===== src/rtl/gcd_apb_pkg.sv =====
package gcd_apb_pkg;

    typedef enum logic [2:0] {
        ST_IDLE,
        ST_CMP,
        ST_SUB_A,
        ST_SUB_B,
        ST_DONE
    } seq_state_e;

    localparam logic [2:0] IDX_OP_A   = 3'd0;
    localparam logic [2:0] IDX_OP_B   = 3'd1;
    localparam logic [2:0] IDX_RESULT = 3'd2;
    localparam logic [2:0] IDX_FLAG   = 3'd3;
    localparam logic [2:0] IDX_GO     = 3'd4;
    localparam logic [2:0] IDX_IEN    = 3'd5;

endpackage


===== src/rtl/gcd_datapath.sv =====
module gcd_datapath #(
    parameter int unsigned W = 32
) (
    input  logic         clk,
    input  logic         rst_n,
    input  logic [W-1:0] op_a,
    input  logic [W-1:0] op_b,
    input  logic         init,
    input  logic         load_a,
    input  logic         load_b,
    input  logic         swap,
    output logic         a_gt_b,
    output logic         a_lt_b,
    output logic [W-1:0] result
);
    logic [W-1:0] a_q, b_q;
    logic [W-1:0] minuend, subtrahend, diff;

    assign minuend    = swap ? b_q : a_q;
    assign subtrahend = swap ? a_q : b_q;
    assign diff       = minuend - subtrahend;

    always_ff @(posedge clk or negedge rst_n) begin
        if (!rst_n) begin
            a_q <= '0;
            b_q <= '0;
        end else if (init) begin
            a_q <= op_a;
            b_q <= op_b;
        end else begin
            if (load_a) a_q <= diff;
            if (load_b) b_q <= diff;
        end
    end

    assign a_gt_b = a_q > b_q;
    assign a_lt_b = a_q < b_q;
    assign result = a_q;

    // only one datapath action per cycle
    assert_ctrl_exclusive_R2: assert property (@(posedge clk) disable iff (!rst_n)
        $onehot0({init, load_a, load_b}));
    // a subtraction never wraps below zero
    assert_no_underflow_R3: assert property (@(posedge clk) disable iff (!rst_n)
        (load_a |-> a_gt_b) and (load_b |-> a_lt_b));

endmodule


===== src/rtl/gcd_sequencer.sv =====
module gcd_sequencer
    import gcd_apb_pkg::*;
(
    input  logic clk,
    input  logic rst_n,
    input  logic start,
    input  logic a_gt_b,
    input  logic a_lt_b,
    output logic init,
    output logic load_a,
    output logic load_b,
    output logic swap,
    output logic done
);
    seq_state_e state_q, state_d;

    always_ff @(posedge clk or negedge rst_n) begin
        if (!rst_n) state_q <= ST_IDLE;
        else        state_q <= state_d;
    end

    always_comb begin
        state_d = state_q;
        unique case (state_q)
            ST_IDLE:  if (start) state_d = ST_CMP;
            ST_CMP: begin
                if (a_gt_b)      state_d = ST_SUB_A;
                else if (a_lt_b) state_d = ST_SUB_B;
                else             state_d = ST_DONE;
            end
            ST_SUB_A: state_d = ST_CMP;
            ST_SUB_B: state_d = ST_CMP;
            ST_DONE:  state_d = ST_IDLE;
            default:  state_d = ST_IDLE;
        endcase
    end

    always_comb begin
        init   = 1'b0;
        load_a = 1'b0;
        load_b = 1'b0;
        swap   = 1'b0;
        done   = 1'b0;
        unique case (state_q)
            ST_IDLE:  init = start;
            ST_CMP:   ;
            ST_SUB_A: load_a = 1'b1;
            ST_SUB_B: begin
                load_b = 1'b1;
                swap   = 1'b1;
            end
            ST_DONE:  done = 1'b1;
            default:  ;
        endcase
    end

    // completion is a single-cycle pulse
    assert_done_single_R4: assert property (@(posedge clk) disable iff (!rst_n)
        done |=> !done);
    // a start seen while busy does not restart the sequence
    assert_busy_ignores_start_R5: assert property (@(posedge clk) disable iff (!rst_n)
        (state_q == ST_SUB_A && start) |=> state_q == ST_CMP);

endmodule


===== src/rtl/gcd_regbank.sv =====
module gcd_regbank
    import gcd_apb_pkg::*;
#(
    parameter int unsigned W      = 32,
    parameter int unsigned ADDR_W = 5
) (
    input  logic              clk,
    input  logic              rst_n,
    input  logic              psel,
    input  logic              penable,
    input  logic              pwrite,
    input  logic [ADDR_W-1:0] paddr,
    input  logic [W-1:0]      pwdata,
    output logic [W-1:0]      prdata,
    output logic [W-1:0]      op_a,
    output logic [W-1:0]      op_b,
    output logic              go,
    input  logic              eng_done,
    input  logic [W-1:0]      eng_result,
    output logic              irq
);
    logic [2:0]   idx;
    logic         wr_acc, rd_acc;
    logic [W-1:0] a_q, b_q, res_q;
    logic         go_q, flag_q, ien_q;

    assign idx    = paddr[4:2];
    assign wr_acc = psel && penable && pwrite;
    assign rd_acc = psel && penable && !pwrite;

    always_ff @(posedge clk or negedge rst_n) begin
        if (!rst_n) begin
            a_q    <= '0;
            b_q    <= '0;
            go_q   <= 1'b0;
            ien_q  <= 1'b0;
            res_q  <= '0;
            flag_q <= 1'b0;
        end else begin
            go_q <= wr_acc && (idx == IDX_GO) && pwdata[0];
            if (wr_acc && idx == IDX_OP_A) a_q   <= pwdata;
            if (wr_acc && idx == IDX_OP_B) b_q   <= pwdata;
            if (wr_acc && idx == IDX_IEN)  ien_q <= pwdata[0];
            if (eng_done) begin
                res_q  <= eng_result;
                flag_q <= 1'b1;
            end else if (rd_acc && idx == IDX_RESULT) begin
                res_q  <= '0;
                flag_q <= 1'b0;
            end
        end
    end

    always_comb begin
        prdata = '0;
        unique case (idx)
            IDX_OP_A:   prdata = a_q;
            IDX_OP_B:   prdata = b_q;
            IDX_RESULT: prdata = res_q;
            IDX_FLAG:   prdata = {{(W-1){1'b0}}, flag_q};
            IDX_IEN:    prdata = {{(W-1){1'b0}}, ien_q};
            default:    prdata = '0;
        endcase
    end

    assign op_a = a_q;
    assign op_b = b_q;
    assign go   = go_q;
    assign irq  = flag_q && ien_q;

    // the start pulse lasts exactly one cycle
    assert_go_pulse_R2: assert property (@(posedge clk) disable iff (!rst_n)
        go_q |=> !go_q);
    // completion sets the sticky flag
    assert_flag_set_R4: assert property (@(posedge clk) disable iff (!rst_n)
        eng_done |=> flag_q);
    // a result read clears buffer and flag
    assert_read_clears_R3: assert property (@(posedge clk) disable iff (!rst_n)
        (rd_acc && idx == IDX_RESULT && !eng_done) |=> (!flag_q && res_q == '0));
    // no interrupt without a pending result
    assert_irq_needs_flag_R6: assert property (@(posedge clk) disable iff (!rst_n)
        irq |-> flag_q);

endmodule


===== src/rtl/gcd_apb_regs.sv =====
module gcd_apb_regs #(
    parameter int unsigned W      = 32,
    parameter int unsigned ADDR_W = 5
) (
    input  logic              clk,
    input  logic              rst_n,
    input  logic              psel,
    input  logic              penable,
    input  logic              pwrite,
    input  logic [ADDR_W-1:0] paddr,
    input  logic [W-1:0]      pwdata,
    output logic [W-1:0]      prdata,
    output logic              pready,
    output logic              irq
);
    logic [W-1:0] op_a, op_b, eng_result;
    logic         go, eng_done;
    logic         init, load_a, load_b, swap, a_gt_b, a_lt_b;

    assign pready = 1'b1;

    gcd_regbank #(.W(W), .ADDR_W(ADDR_W)) regs_i (
        .clk(clk), .rst_n(rst_n), .psel(psel), .penable(penable),
        .pwrite(pwrite), .paddr(paddr), .pwdata(pwdata), .prdata(prdata),
        .op_a(op_a), .op_b(op_b), .go(go), .eng_done(eng_done),
        .eng_result(eng_result), .irq(irq)
    );

    gcd_sequencer seq_i (
        .clk(clk), .rst_n(rst_n), .start(go), .a_gt_b(a_gt_b), .a_lt_b(a_lt_b),
        .init(init), .load_a(load_a), .load_b(load_b), .swap(swap), .done(eng_done)
    );

    gcd_datapath #(.W(W)) dp_i (
        .clk(clk), .rst_n(rst_n), .op_a(op_a), .op_b(op_b), .init(init),
        .load_a(load_a), .load_b(load_b), .swap(swap),
        .a_gt_b(a_gt_b), .a_lt_b(a_lt_b), .result(eng_result)
    );

    // a result read in setup phase alone has no effect on a pending flag
    assert_setup_no_effect_R8: assert property (@(posedge clk) disable iff (!rst_n)
        (psel && !penable && !eng_done && regs_i.flag_q) |=> regs_i.flag_q);

endmodule


===== config.mk =====
export PLATFORM = sky130hd
export DESIGN_NAME = gcd_apb_regs
export DESIGN_NICKNAME = d
export VERILOG_FILES = /design/src/rtl/gcd_apb_pkg.sv /design/src/rtl/gcd_datapath.sv /design/src/rtl/gcd_sequencer.sv /design/src/rtl/gcd_regbank.sv /design/src/rtl/gcd_apb_regs.sv
export SDC_FILE = /design/constraint.sdc
export NUM_CORES = 1
export LEC_CHECK = 0
export BUFFER_PORTS_ARGS = -buffer_cell sky130_fd_sc_hd__buf_2
export CORE_MARGIN = 10
export CORE_UTILIZATION = 24
export DETAILED_ROUTE_END_ITERATION = 6
export PLACE_DENSITY = 0.37
export SLEW_MARGIN = 20
export SYNTH_ARGS = -nofsm -noshare
export SYNTH_HDL_FRONTEND = slang
export SYNTH_SLANG_ARGS = --single-unit

===== constraint.sdc =====
create_clock -name clk -period 4.4 [get_ports clk]
set_input_delay 0.66 -clock clk [delete_from_list [all_inputs] [get_ports clk]]
set_output_delay 0.66 -clock clk [all_outputs]
set_load 0.005 [all_outputs]

==> flow_metrics.py <==
metrics = {
    "grt": {
        "grt_max_degree": 84,
        "gr-total-overflow": 0,
        "grt_usage": 0.1431,
        "grt_pass1_vias": 8997,
        "antenna_found_initial": 1,
        "grt_pass1_wl_um": 57860,
    },
    "logic_synthesis": {
        "synth.avg_cell_area_um2": 8.768,
        "synth_compound_gate_area_share": 0.1819,
        "async_flop_share": 1.000,
        "synthDistinctLibCells": 70,
        "synthFlopType": "dfrtp_1",
        "synth-edff-count": 0,
        "synth_xor_area_frac": 0.02520,
        "ys_seq_area_frac": 0.3985,
        "synth_mux_area_frac": 0.1253,
        "ys_seq_elements": 166,
        "synth_adder_area_share": 0.03961,
        "synth_warnings": 0,
        "synthSimpleGateAreaFrac": 0.1822,
        "synth_top_family_by_area": "simple AND/OR/NAND/NOR gates",
        "syn_inst": 1189,
        "synth_fp_nets": 1264,
        "netlist_area_um2": 10420,
    },
    "clock_tree": {
        "cts_buffers": 17,
        "cts_resized": 0,
        "cts-root-buf": "clkbuf_16",
        "path_clk_slew_ns": 0.07,
        "hold_buffers": 0,
        "insertion_delay_ns": 0.44,
        "cts_max_level": 4,
        "cts_buffer_depth": 2,
        "cts.sinks": 166,
        "cts_setup_buffers": 0,
        "cts_tree": "done",
    },
    "route": {
        "wl_per_cell_um": 20.33,
        "finalWirelength_um": 37230,
        "vias_per_cell": 4.818,
        "first_pass_iters": 4,
        "drc": 0,
        "postRouteAntennaNets": 0,
        "vias": 8821,
        "drt_iter0_drc": 571,
    },
    "timing": {
        "setup_viol": 0,
        "relSlewSlack": 0.3296,
        "worstMarginPinSlew_ns": 1.003,
        "fin_crit_ns": 3.577,
        "post-route-period-util": 0.8129,
        "fin_skew_ns": 0.008847,
        "fin_ws_ns": 0.8235,
        "grt_setup_unrepaired": "no",
        "finalMaxSlewViolations": 0,
        "max_freq_mhz": 279.6,
        "hold_slack_ns": 0.2958,
        "hold_violations": 0,
        "fin_tns_setup_ns": 0,
    },
    "cells_and_area": {
        "syn2layout_area_growth_pct": 16.37,
        "layout_commonest_cell": "dfrtp_1",
        "drive_above_1_share": 0.1726,
        "nets": 1312,
        "layout_common_cells": "dfrtp_1 (166), nand2_1 (158), nor2_1 (117), a21oi_1 (107), buf_2 (71)",
        "antenna_cells": 0,
        "instances_no_fill": 1831,
    },
    "floorplan": {
        "rows": 76,
        "initial_utilization": 0.2425,
        "core-area_um2": 42980,
        "die_x_um": 228.4,
        "die-area_um2": 52170,
        "die_h_um": 228.4,
        "pin_count": 76,
    },
    "setup_path": {
        "path_max_fanout": 13,
        "critPathRequiredTime_ns": 4.73,
        "cp-start-kind": "flop",
        "arrival_ns": 3.91,
        "cp-end-kind": "flop",
        "worstSetupPathType": "reg2reg",
    },
    "place": {
        "place_congestion": 0.8495,
        "port-buffer-count": 72,
        "dpl.cell_count": 1803,
        "post-place-ws_ns": 0.8106,
        "dpl.hpwl_um": 26710,
    },
    "power": {
        "p_total_uw": 10140,
        "pwr_density_cell_nw_per_um2": 836.1,
        "ir_drop_mv": 0.2592,
        "p_leak_uw": 0.005541,
    },
    "outcome": {
        "status": "completed",
    },
    "hold_path": {
        "hp-class": "in2async",
    },
    "job": {
        "maxCapViolations": 0,
    },
}
-- path summary, 6_finish.rpt --
path                                   from          endpoint  slack [ns]  depth (start not counted)
max                        seq_i.state_q[2]   dp_i.result[28]        0.82                         11
min                                   rst_n    regs_i.op_b[4]        0.30                          1
max reg2reg                seq_i.state_q[2]   dp_i.result[28]        0.82                         11
min reg2reg                    dp_i.b_q[31]      dp_i.b_q[31]        0.51                          2
max in group asynchronous             rst_n  regs_i.res_q[29]        3.17                          2
min in group clk                 pwdata[30]   regs_i.op_b[30]        0.46                          2
-- area by class of cell --
cell class                      count  area, um^2
Fill cell                        4731       30850
Multi-Input combinational cell    901        5812
Sequential cell                   166        4154
Tap cell                          585       732.0
Timing Repair Buffer              103       624.3
Clock buffer                       20       456.7
Inverter                           48       180.2
Clock inverter                      8       172.7
-- sequential cells by signal, indices dropped and copies added (netlist names) --
name and count:
regs_i.op_a 32, dp_i.result 32, dp_i.b_q 32, regs_i.res_q 32
regs_i.go 1, regs_i.flag_q 1, seq_i.state_q 3, regs_i.op_b 32
regs_i.ien_q 1
-- power by group --
part / total, uW / switching [uW] / internal, uW
registers: 2580 / 531 / 2050
clock network: 1680 / 653 / 1030
logic: 5880 / 3570 / 2320
-- synthesized netlist by cell type (6+ instances only) --
cell type | count | area (um^2)
a21o_1 | 16 | 120.1
a21oi_1 | 107 | 535.5
a221oi_1 | 8 | 70.07
a22oi_1 | 20 | 150.1
a31oi_1 | 16 | 100.1
and2_1 | 6 | 37.54
and3_1 | 10 | 62.56
buf_1 | 13 | 48.80
clkbuf_1 | 51 | 191.4
dfrtp_1 | 166 | 4154
ha_1 | 33 | 412.9
inv_1 | 48 | 180.2
mux2_2 | 68 | 765.7
mux2i_1 | 54 | 540.5
nand2_1 | 158 | 593.1
nand2b_1 | 41 | 256.5
nand3_1 | 10 | 50.05
nand3b_1 | 11 | 82.58
nand4_1 | 7 | 43.79
nor2_1 | 118 | 442.9
nor2b_1 | 11 | 68.82
nor3_1 | 14 | 70.07
o21ai_0 | 68 | 340.3
o21ai_1 | 7 | 35.03
o22ai_1 | 10 | 62.56
xnor2_1 | 17 | 148.9
xor2_1 | 13 | 113.9
-- cells by family after synthesis --
kind of cell               after synthesis
AOI/OAI and AO/OA                      305
xor gates and xnor gates                30
adders and majority gates               33
buffers and inverters                  122
DFF                                    166
muxes                                  122
other                                    1
and+or+nand+nor                        410
-- routing by layer --
layer,wire length [um],global-route usage,share of wire
met1,19580,0.2101,0.53
met2,15920,0.2136,0.43
met3,1207,0.02060,0.032
met4,512,0.03687,0.014
met5,7,0,0.00019
-- critical path, stage by stage (launching register included) --
cell      delay [ns]
dfrtp_1         0.52
nand3b_1        0.33
mux2i_1         0.20
ha_1            0.19
a221oi_1        0.34
o21ai_1         0.22
a41oi_1         0.45
a31oi_1         0.24
o31ai_1         0.36
xor2_1          0.34
a211oi_1        0.12
a21o_1          0.17
-- metrics by stage --
| stage | instance area (um^2) | utilization |
|---|---|---|
| 2_1_floorplan | 10430 | - |
| 3_3_place_gp | 11500 | 0.2676 |
| 3_5_place_dp | 11500 | 0.2676 |
| 4_1_cts | 12130 | 0.2823 |
| 5_1_grt | 12130 | 0.2823 |
| 6_report | 12130 | 0.2823 |
No activity file was read; power rests on OpenSTA's default activity.
